## src/rtl/pkt_chan_pkg.sv

```systemverilog
package pkt_chan_pkg;
  typedef enum logic [1:0] {ST_OFF, ST_WAIT, ST_RUN} ch_state_e;
  localparam logic [7:0] CMD_INIT  = 8'h00;
  localparam logic [7:0] CMD_TXBEG = 8'h01;
  localparam logic [7:0] CMD_RXCMP = 8'h02;
  localparam logic [7:0] CMD_DUMMY = 8'hFF;
  localparam int STAT_CTL_BIT  = 7;
  localparam int STAT_CHAN_BIT = 6;
endpackage

```

## src/rtl/pkt_chan_vneg.sv

```systemverilog
module pkt_chan_vneg #(
  parameter int VER_W    = 4,
  parameter int VER_MIN  = 1,
  parameter int VER_MAX  = 3,
  parameter int SZ_W     = 16,
  parameter int BTU      = 64,
  parameter int BUF_SIZE = 256
) (
  input  logic [VER_W-1:0] host_vmin,
  input  logic [VER_W-1:0] host_vmax,
  input  logic [SZ_W-1:0]  host_rx_sz,
  output logic             ok,
  output logic [VER_W-1:0] ver,
  output logic [SZ_W-1:0]  mtu_out,
  output logic [SZ_W-1:0]  mtu_in
);
  localparam logic [VER_W-1:0] LO_V = VER_W'(VER_MIN);
  localparam logic [VER_W-1:0] HI_V = VER_W'(VER_MAX);
  localparam logic [VER_W-1:0] V2   = VER_W'(2);
  localparam logic [SZ_W-1:0]  SZ_BTU = SZ_W'(BTU);
  localparam logic [SZ_W-1:0]  SZ_BUF = SZ_W'(BUF_SIZE);

  logic [VER_W-1:0] lo, hi;

  always_comb begin
    lo  = (host_vmin > LO_V) ? host_vmin : LO_V;
    hi  = (host_vmax < HI_V) ? host_vmax : HI_V;
    ok  = (lo <= hi);
    ver = ok ? hi : '0;
    if (ok && ver >= V2) begin
      mtu_in = SZ_BUF;
      if (host_rx_sz < SZ_BTU)      mtu_out = SZ_BTU;
      else if (host_rx_sz > SZ_BUF) mtu_out = SZ_BUF;
      else                          mtu_out = host_rx_sz;
    end else begin
      mtu_in  = SZ_BTU;
      mtu_out = SZ_BTU;
    end
  end

  always_comb begin
    a_r3_ver_in_range: assert (!ok || (ver >= LO_V && ver <= HI_V && ver >= host_vmin && ver <= host_vmax));
  end
endmodule

```

## src/rtl/pkt_crc32.sv

```systemverilog
module pkt_crc32 #(
  parameter logic [31:0] POLY = 32'hEDB88320
) (
  input  logic        clk,
  input  logic        rst_n,
  input  logic        clr,
  input  logic        vld,
  input  logic [7:0]  din,
  output logic [31:0] crc
);
  logic [31:0] rem_q, rem_d;

  always_comb begin
    logic [31:0] c;
    c = rem_q;
    if (clr) begin
      c = '1;
    end else if (vld) begin
      c = rem_q ^ {24'h0, din};
      for (int i = 0; i < 8; i++) c = c[0] ? ((c >> 1) ^ POLY) : (c >> 1);
    end
    rem_d = c;
  end

  always_ff @(posedge clk or negedge rst_n) begin
    if (!rst_n)           rem_q <= '1;
    else if (clr || vld)  rem_q <= rem_d;
  end

  assign crc = ~rem_q;

  a_r11_seed: assert property (@(posedge clk) disable iff (!rst_n) clr |=> (crc == 32'h0));
endmodule

```

## src/rtl/pkt_chan_seq.sv

```systemverilog
module pkt_chan_seq
  import pkt_chan_pkg::*;
(
  input  logic       clk,
  input  logic       rst_n,
  input  logic       obf,
  input  logic       set_stat,
  input  logic [7:0] stat_val,
  input  logic       set_rxc,
  input  logic       set_txb,
  output logic       str_we,
  output logic [7:0] str_data,
  output logic       odr_we,
  output logic [7:0] odr_data
);
  logic pend_stat_q, pend_rxc_q, pend_txb_q, dummy_q, guard_q;
  logic pend_stat_d, pend_rxc_d, pend_txb_d, dummy_d, guard_d;
  logic str_we_d, odr_we_d;
  logic [7:0] str_data_d, odr_data_d;
  logic can_go;

  always_comb begin
    can_go      = !obf && !guard_q && !dummy_q;
    pend_stat_d = pend_stat_q | set_stat;
    pend_rxc_d  = pend_rxc_q | set_rxc;
    pend_txb_d  = pend_txb_q | set_txb;
    dummy_d     = 1'b0;
    str_we_d    = 1'b0;
    odr_we_d    = 1'b0;
    str_data_d  = str_data;
    odr_data_d  = odr_data;
    if (dummy_q) begin
      odr_we_d   = 1'b1;
      odr_data_d = CMD_DUMMY;
    end else if (can_go && pend_stat_q) begin
      str_we_d    = 1'b1;
      str_data_d  = stat_val;
      dummy_d     = 1'b1;
      pend_stat_d = set_stat;
    end else if (can_go && pend_rxc_q) begin
      odr_we_d   = 1'b1;
      odr_data_d = CMD_RXCMP;
      pend_rxc_d = set_rxc;
    end else if (can_go && pend_txb_q) begin
      odr_we_d   = 1'b1;
      odr_data_d = CMD_TXBEG;
      pend_txb_d = set_txb;
    end
    guard_d = odr_we_d;
  end

  always_ff @(posedge clk or negedge rst_n) begin
    if (!rst_n) begin
      pend_stat_q <= 1'b0;
      pend_rxc_q  <= 1'b0;
      pend_txb_q  <= 1'b0;
      dummy_q     <= 1'b0;
      guard_q     <= 1'b0;
      str_we      <= 1'b0;
      odr_we      <= 1'b0;
      str_data    <= '0;
      odr_data    <= '0;
    end else begin
      pend_stat_q <= pend_stat_d;
      pend_rxc_q  <= pend_rxc_d;
      pend_txb_q  <= pend_txb_d;
      dummy_q     <= dummy_d;
      guard_q     <= guard_d;
      str_we      <= str_we_d;
      odr_we      <= odr_we_d;
      str_data    <= str_data_d;
      odr_data    <= odr_data_d;
    end
  end

  a_r8_spaced:    assert property (@(posedge clk) disable iff (!rst_n) odr_we |=> !odr_we);
  a_r9_filler:    assert property (@(posedge clk) disable iff (!rst_n) str_we |=> (odr_we && odr_data == CMD_DUMMY));
  a_r12_rxc_first: assert property (@(posedge clk) disable iff (!rst_n)
                     (odr_we && odr_data == CMD_TXBEG) |-> !$past(pend_rxc_q));
endmodule

```

## src/rtl/pkt_chan_ctrl.sv

```systemverilog
module pkt_chan_ctrl
  import pkt_chan_pkg::*;
#(
  parameter int VER_W    = 4,
  parameter int VER_MIN  = 1,
  parameter int VER_MAX  = 3,
  parameter int SZ_W     = 16,
  parameter int BTU      = 64,
  parameter int BUF_SIZE = 256,
  parameter int CRC_VER  = 3
) (
  input  logic             clk,
  input  logic             rst_n,
  input  logic             area_ready,
  input  logic             cmd_valid,
  input  logic [7:0]       cmd_byte,
  input  logic [VER_W-1:0] host_vmin,
  input  logic [VER_W-1:0] host_vmax,
  input  logic [SZ_W-1:0]  host_rx_sz,
  input  logic             obf,
  input  logic             tx_req,
  input  logic             tx_filled,
  input  logic             rx_done,
  input  logic             rx_byte_vld,
  input  logic [7:0]       rx_byte,
  input  logic [31:0]      rx_crc,
  output logic             str_we,
  output logic [7:0]       str_data,
  output logic             odr_we,
  output logic [7:0]       odr_data,
  output logic [VER_W-1:0] neg_ver,
  output logic [SZ_W-1:0]  mtu_to_host,
  output logic [SZ_W-1:0]  mtu_from_host,
  output logic             rx_own,
  output logic             tx_own,
  output logic             proto_err,
  output logic             crc_fail
);
  localparam logic [VER_W-1:0] CRC_V = VER_W'(CRC_VER);

  ch_state_e st_q, st_d;
  logic [VER_W-1:0] ver_d;
  logic [SZ_W-1:0]  mto_d, mfrom_d;
  logic rx_own_d, tx_own_d, holds_q, holds_d, err_d, crcf_d;
  logic set_stat, set_rxc, set_txb, crc_clr;
  logic ng_ok;
  logic [VER_W-1:0] ng_ver;
  logic [SZ_W-1:0]  ng_out, ng_in;
  logic [31:0] crc_now;
  logic [7:0]  stat_val;

  pkt_chan_vneg #(.VER_W(VER_W), .VER_MIN(VER_MIN), .VER_MAX(VER_MAX),
                  .SZ_W(SZ_W), .BTU(BTU), .BUF_SIZE(BUF_SIZE)) u_vneg (
    .host_vmin(host_vmin), .host_vmax(host_vmax), .host_rx_sz(host_rx_sz),
    .ok(ng_ok), .ver(ng_ver), .mtu_out(ng_out), .mtu_in(ng_in));

  pkt_crc32 u_crc (
    .clk(clk), .rst_n(rst_n), .clr(crc_clr), .vld(rx_byte_vld && rx_own),
    .din(rx_byte), .crc(crc_now));

  always_comb begin
    stat_val = '0;
    stat_val[STAT_CTL_BIT]  = (st_q != ST_OFF);
    stat_val[STAT_CHAN_BIT] = (st_q == ST_RUN);
  end

  pkt_chan_seq u_seq (
    .clk(clk), .rst_n(rst_n), .obf(obf), .set_stat(set_stat), .stat_val(stat_val),
    .set_rxc(set_rxc), .set_txb(set_txb), .str_we(str_we), .str_data(str_data),
    .odr_we(odr_we), .odr_data(odr_data));

  always_comb begin
    st_d = st_q; ver_d = neg_ver; mto_d = mtu_to_host; mfrom_d = mtu_from_host;
    rx_own_d = rx_own; tx_own_d = tx_own; holds_d = holds_q;
    err_d = proto_err; crcf_d = crc_fail;
    set_stat = 1'b0; set_rxc = 1'b0; set_txb = 1'b0; crc_clr = 1'b0;

    if (st_q == ST_OFF && area_ready) begin
      st_d = ST_WAIT;
      set_stat = 1'b1;
    end

    if (cmd_valid) begin
      unique case (cmd_byte)
        CMD_INIT: begin
          if (st_q == ST_OFF) err_d = 1'b1;
          else if (ng_ok) begin
            st_d = ST_RUN; ver_d = ng_ver; mto_d = ng_out; mfrom_d = ng_in;
            set_stat = 1'b1;
          end else begin
            st_d = ST_WAIT; ver_d = '0;
            set_stat = (st_q == ST_RUN);
          end
        end
        CMD_TXBEG: begin
          if (st_q != ST_RUN || rx_own) err_d = 1'b1;
          else begin
            rx_own_d = 1'b1; crc_clr = 1'b1; crcf_d = 1'b0;
          end
        end
        CMD_RXCMP: begin
          if (st_q != ST_RUN || !holds_q) err_d = 1'b1;
          else holds_d = 1'b0;
        end
        CMD_DUMMY: ;
        default: err_d = 1'b1;
      endcase
    end

    if (rx_done && rx_own) begin
      rx_own_d = 1'b0;
      set_rxc  = 1'b1;
      crcf_d   = (neg_ver == CRC_V) && (crc_now != rx_crc);
    end

    if (tx_filled && tx_own) begin
      tx_own_d = 1'b0;
      holds_d  = 1'b1;
      set_txb  = 1'b1;
    end else if (st_q == ST_RUN && tx_req && !tx_own && !holds_q) begin
      tx_own_d = 1'b1;
    end
  end

  always_ff @(posedge clk or negedge rst_n) begin
    if (!rst_n) begin
      st_q          <= ST_OFF;
      neg_ver       <= '0;
      mtu_to_host   <= '0;
      mtu_from_host <= '0;
      rx_own        <= 1'b0;
      tx_own        <= 1'b0;
      holds_q       <= 1'b0;
      proto_err     <= 1'b0;
      crc_fail      <= 1'b0;
    end else begin
      st_q          <= st_d;
      neg_ver       <= ver_d;
      mtu_to_host   <= mto_d;
      mtu_from_host <= mfrom_d;
      rx_own        <= rx_own_d;
      tx_own        <= tx_own_d;
      holds_q       <= holds_d;
      proto_err     <= err_d;
      crc_fail      <= crcf_d;
    end
  end

  a_r10_sticky:    assert property (@(posedge clk) disable iff (!rst_n) proto_err |=> proto_err);
  a_r7_no_overlap: assert property (@(posedge clk) disable iff (!rst_n) tx_own |-> !holds_q);
  a_r8_obf_block:  assert property (@(posedge clk) disable iff (!rst_n)
                     (odr_we && !$past(str_we)) |-> !$past(obf));
  a_r6_release:    assert property (@(posedge clk) disable iff (!rst_n)
                     (rx_own && rx_done) |=> !rx_own);
endmodule

```

## config.mk

```make
export PLATFORM = sky130hd
export DESIGN_NAME = pkt_chan_ctrl
export DESIGN_NICKNAME = d
export VERILOG_FILES = /design/src/rtl/pkt_chan_pkg.sv /design/src/rtl/pkt_chan_vneg.sv /design/src/rtl/pkt_crc32.sv /design/src/rtl/pkt_chan_seq.sv /design/src/rtl/pkt_chan_ctrl.sv
export SDC_FILE = /design/constraint.sdc
export NUM_CORES = 1
export LEC_CHECK = 0
export BUFFER_PORTS_ARGS = -buffer_cell sky130_fd_sc_hd__buf_2
export CAP_MARGIN = 15
export CORE_ASPECT_RATIO = 0.9
export CORE_MARGIN = 4
export CORE_UTILIZATION = 55
export DETAILED_ROUTE_END_ITERATION = 16
export PLACE_DENSITY_LB_ADDON = 0.3
export SLEW_MARGIN = 25
export SYNTH_ARGS = -nofsm -noshare
export SYNTH_HDL_FRONTEND = slang
export SYNTH_SLANG_ARGS = --single-unit
```

## constraint.sdc

```tcl
create_clock -name clk -period 2.9 [get_ports clk]
set_input_delay 0.29 -clock clk [delete_from_list [all_inputs] [get_ports clk]]
set_output_delay 0.29 -clock clk [all_outputs]
set_load 0.03 [all_outputs]
```

# After elaboration in Yosys (flattened, before gate mapping)
# Cells that the tools add are included.
[totals] reg_bits=90 elab_cells=162
[classes] n_lt_le_gt_ge=6 eq_ne=13 n_mux=70 bitwise=16 n_reduce_logical=40
[op_table] operator="32-bit 2-to-1 mux" count=10
[op_table] operator="13-bit NOT with 14-bit output" count=8
[op_table] operator="16-bit 2-to-1 mux" count=3
[op_table] operator="1-bit 2-to-1 mux" count=42
[op_table] operator="8-bit 2-to-1 mux" count=4
[op_table] operator="32-bit != test" count=1
[op_table] operator="32-bit NOT" count=1
[op_table] operator="32-bit by 8-bit XOR with 32-bit output" count=1
[op_table] operator="16-bit by 9-bit greater-than comparator with 1-bit output, second input constant" count=1
[op_table] operator="16-bit by 7-bit less-than comparator with 1-bit output, second input constant" count=1
[op_table] operator="4-bit 2-to-1 mux" count=4
[op_table] operator="1-bit logical AND" count=14
[op_table] operator="2-bit nonzero test" count=7
[op_table] operator="2-bit 2-to-1 mux" count=5
[op_table] operator="9-bit 2-to-1 mux" count=1
[op_table] operator="3-bit AND reduction" count=3
[op_table] operator="8-bit by 1-bit equality test with 1-bit output, second input constant" count=1
[op_table] operator="8-bit by 2-bit equality test with 1-bit output, second input constant" count=1
[op_table] operator="8-bit equality test, second input constant" count=1
[op_table] operator="8-bit logical NOT" count=1
[op_table] operator="2-bit != test, second input constant" count=4
[op_table] operator="2-bit by 1-bit != test with 1-bit output, second input constant" count=3
[op_table] operator="2-bit AND reduction" count=3
[op_table] operator="1-bit logical NOT" count=5
[op_table] operator="other kinds (14)" count=20

# Depth between registers and ports, before layout
[depth] word_depth=19 mapped_depth=9 mapped_depth_nobuf=8

# Cells and area by module
# Synthesis repeated with hierarchy kept, for this count alone.
[hier_totals] hier_cells=516 area_unflattened_um2=5667.9
[by_module_without_submodules] mod="pkt_chan_ctrl" instances=1 cells_each=178 area_each_um2=2284.7 seq_area_each_um2=1076.0
[by_module_without_submodules] mod="pkt_crc32" instances=1 cells_each=213 area_each_um2=2183.3 seq_area_each_um2=840.8
[by_module_without_submodules] mod="pkt_chan_seq" instances=1 cells_each=51 area_each_um2=698.2 seq_area_each_um2=400.4
[by_module_without_submodules] mod="pkt_chan_vneg" instances=1 cells_each=74 area_each_um2=501.7 seq_area_each_um2=0.0

# Worst setup path after synthesis
# OpenSTA, ideal clock, no wires.
[synth_path] path_kind="input port to flip-flop" startpoint="in host_vmax[1]" endpoint="reg mtu_from_host[6]" arrival_time_ns=2.178 required_ns=2.766 path_slack_ns=0.589 cell_stages=9 path_buffers=1 path_cell_list="or3_1 inv_1 ha_1 nor2b_1 o311ai_0 o21ai_2 clkbuf_1 nand2_1 o21ai_0"
[synth_via] elab_chain_len=7
[synth_rtl] item="from (decl)" line_no="pkt_chan_ctrl.sv:18" text="input logic [VER_W-1:0] host_vmax,"
[synth_rtl] item="4-bit by 2-bit less-than comparator with 1-bit output" line_no="pkt_chan_vneg.sv:27" text="hi = (host_vmax < HI_V) ? host_vmax : HI_V;"
[synth_rtl] item="4-bit 2-to-1 mux *" line_no="pkt_chan_vneg.sv:27"
[synth_rtl] item="4-bit <= comparator" line_no="pkt_chan_vneg.sv:28" text="ok = (lo <= hi);"
[synth_rtl] item="4-bit 2-to-1 mux" line_no="pkt_chan_vneg.sv:29" text="ver = ok ? hi : '0;"
[synth_rtl] item="4-bit by 2-bit greater-or-equal comparator with 1-bit output" line_no="pkt_chan_vneg.sv:30" text="if (ok && ver >= V2) begin"
[synth_rtl] item="1-bit logical AND" line_no="pkt_chan_vneg.sv:30"
[synth_rtl] item="9-bit 2-to-1 mux" line_no="pkt_chan_vneg.sv:30"
[synth_rtl] item="to (signal assigned)" line_no="pkt_chan_ctrl.sv:140" text="mtu_from_host <= mfrom_d;"
[synth_rtl] item="to (decl)" line_no="pkt_chan_ctrl.sv:33" text="output logic [SZ_W-1:0] mtu_from_host,"
# Mark *: on every way between the ends. The rest lies on a longest branch, timed or not.
# A chain may end at the register's enable or synchronous reset.

# Worst setup path after layout
[layout_path] startpoint="in host_vmax[1]" endpoint="reg mtu_from_host[8]"
# Same word-level chain as after synthesis.

==> flow_summary.toml <==
[outcome]
status = "finished, final reports clean"

[layout]
layout_common_cells = "buf_2 (118), xnor2_1 (72), dfrtp_1 (39)"
n_antenna_cell = 0
final_core_util = 0.696
area_growth_pct = 20.0
drive_gt1_frac = 0.371
nets = 590
mostFrequentLayoutCell = "buf_2"

[worst_setup_path]
cpPeakStageDelay_ns = 0.76
critPathRequiredTime_ns = 3.13
startpoint_type = "primary input"
cp_data_arrival_time_ns = 2.55
crit_type = "in2reg"
end_kind = "flop"
slowest_stage = "o21ai_2"
timing.critical_path.cells = "buf_2, or3_1, inv_1, ha_1, nand4_1, o311ai_0, o21ai_2, mux2_2"
critPathMaxFanout = 28

[pwr]
clkPwrFrac = 0.263
p_int_mw = 2.40
power_density_mw_per_mm2 = 720
p_sw_mw = 1.24
power.total_mw = 3.64
swShare = 0.340
p_comb_frac = 0.384
pwr-share-seq = 0.353
vdd_drop_max_mv = 0.283
leakage_nw = 2.29

[timing]
tightestPinTransition_ns = 0.909
slew-limit-headroom = 0.394
fin_crit_ns = 2.32
finClkSkew_ns = 0.00975
setup_viol = 0
tns_ns = 0
rsz0062_at_grt = "false"
max_freq_mhz = 431
hold_viol_final = 0
drv_slew = 0
fin_crit_sh = 0.800

[logic_synthesis]
yosys-top-cells-area = "dfrtp_1 (23%), dfstp_2 (20%), xnor2_1 (15%)"
ys_seq_elements = 71
synth-async-reset-ratio = 1.00
yosys_warnings = 0
ys_seq_area_frac = 0.432
synth_top_area_share = 0.232
synth_edf_count = 0
yosys.area.top_type = "dfrtp_1"
synthFlopType = "dfrtp_1"
post_synth_instance_area_sq_mm = 0.00421
avgSynthCellArea_sq_um = 10.8
yosysUniqueCellTypes = 51
syn_inst = 388

[clock_tree]
cts_root_buf = "clkbuf_8"
cts.sinks = 71
htree_levels = 3
cts_buffers = 9
cts_max_path_buffers = 2
cts_tree = "done"
clkSlewWorstSetupHoldPaths_ns = 0.07
clk_latency_ns = 0.34
cts.repair.resized = 0

[route]
drc = 0
wl_mm = 9.51
drt_iter0_drc = 97
wl_per_cell_microns = 15.8
via_per_inst = 5.35
dr.pass1.iters = 4
antenna_left = 0
vias = 3226

[grt]
grt_util_all_layers = 0.221
top_usage_layer = "met2"
grt_max_degree = 72
grt_pass1_vias = 3310
grt_pass1_wl_mm = 15.8
met1_usage = 0.297
grt-ovfl-total = 0
grtUsageMet3 = 0.0544
use_met2 = 0.337
antenna_found_initial = 0

[run]
timing.max_cap.violations = 0

[floorplanning]
start_util = 0.580
rows = 29
die_h_microns = 91.0
die_area_sq_mm = 0.00912
core-area_sq_mm = 0.00726
ioPinCount = 139
fp.dieW_microns = 100

[hold_path]
hold_class = "in2reg"

[placement]
place.port_buffers = 118
gp_congestion = 0.953
post-dp-hpwl_mm = 7.20
## cell type report
type / instances / area (sq um)
Fill cell: 553 / 2200
Multi-Input combinational cell: 289 / 2190
Sequential cell: 71 / 1820
Timing Repair Buffer: 123 / 643
Clock buffer: 10 / 138
Tap cell: 93 / 116
Clock inverter: 6 / 108
Inverter: 11 / 41.3
## final timing paths
| kind | from | end | slack, ns | cells after the start |
|---|---|---|---|---|
| worst min-delay path | rx_done | rx_own$_DFFE_PN0P_ | 0.16 | 2 |
| max in group asynchronous | rst_n | u_crc.rem_q[5]$_DFFE_PN1P_ | 2.08 | 3 |
| worst min register to register | mtu_to_host[0]$_DFFE_PN0P_ | mtu_to_host[0]$_DFFE_PN0P_ | 0.48 | 2 |
| min in group asynchronous | rst_n | mtu_to_host[0]$_DFFE_PN0P_ | 0.49 | 3 |
| worst max-delay path | host_vmax[1] | mtu_from_host[8]$_DFFE_PN0P_ | 0.58 | 8 |
| worst max register to register | u_crc.rem_q[1]$_DFFE_PN1P_ | u_crc.rem_q[21]$_DFFE_PN1P_ | 0.74 | 5 |
## synth_stat cells (2+ instances only)
cell type,instances
xnor2_1,72
dfrtp_1,39
dfstp_2,32
buf_4,25
nand2_1,24
a2bb2oi_1,20
xor2_1,15
nor4_1,12
inv_1,11
o21ai_0,11
o22a_1,11
nor2_1,10
o31ai_1,10
clkbuf_1,9
a21oi_1,8
and2_1,8
xnor2_2,8
nand4_1,7
nor3_1,7
nor2b_1,5
ha_1,4
buf_2,3
nand3_1,3
conb_1,2
mux2_2,2
nand2b_1,2
nand3b_1,2
or3_1,2
or4_1,2
## flip-flops by register name, summed over array words and instances, names as in the netlist
register	cells
crc_fail	1
holds_q	1
mtu_from_host	2
mtu_to_host	16
neg_ver	4
proto_err	1
rx_own	1
st_q	2
tx_own	1
u_crc.rem_q	32
u_seq.odr_data	3
u_seq.odr_we	1
u_seq.pend_rxc_q	1
u_seq.pend_stat_q	1
u_seq.pend_txb_q	1
u_seq.str_data	2
u_seq.str_we	1
## critical path, delay by kind of cell
family | cells | cell delay (ns)
and+or+nand+nor | 2 | 0.47
AOI/OAI and AO/OA | 2 | 0.95
muxes | 1 | 0.41
adders and majority gates | 1 | 0.23
buffers and inverters | 2 | 0.19
## routing by layer
metal / part of all wire / routed length (microns) / vias up
li1: - / - / 1528
met1: 0.43 / 4110 / 1539
met5: 0 / 0 / -
met3: 0.085 / 807 / 23
met4: 0.027 / 259 / 0
met2: 0.46 / 4330 / 136
## timing repair
| item | CTS | global route |
|---|---|---|
| hold buffers | 1 | 0 |
| buffers inserted | 0 | 0 |
| endpoints found under the hold margin | 39 | 0 |
## power groups by stage
| stage | Combinational [mW] | Clock [mW] | Sequential [mW] |
|---|---|---|---|
| finish | 1.40 | 0.959 | 1.28 |
| global placement | 1.35 | 0 | 1.30 |
| floorplan | 1.08 | 0 | 1.34 |
| global route | 1.51 | 1.02 | 1.31 |
| detailed placement | 1.38 | 0 | 1.30 |
| CTS | 1.40 | 0.975 | 1.28 |
## kinds of logic (layout without fill, tap and decap cells)
logic type,after synthesis,in the layout,synth area share
XOR/XNOR,100,100,0.240
AND/OR/NAND/NOR,92,92,0.120
flip-flops,71,71,0.432
AO/OA/AOI/OAI,68,68,0.121
buffers and inverters,48,150,0.0660
adder cells (fa/ha/maj),4,4,0.0119
multiplexers,3,3,0.00773
other,2,22,0.00178
## stage by stage
stage	hold slack, ns	area (sq um)	std cells	worst slack (ns)
floorplan	-0.00559	4280	408	0.589
CTS	0.146	5050	603	0.572
global placement	0.332	4800	586	0.265
finish	0.163	5050	603	0.580
detailed placement	0.341	4800	586	0.204
global route	0.145	5050	603	0.368
Note: power is estimated with default switching activity, not from simulation.
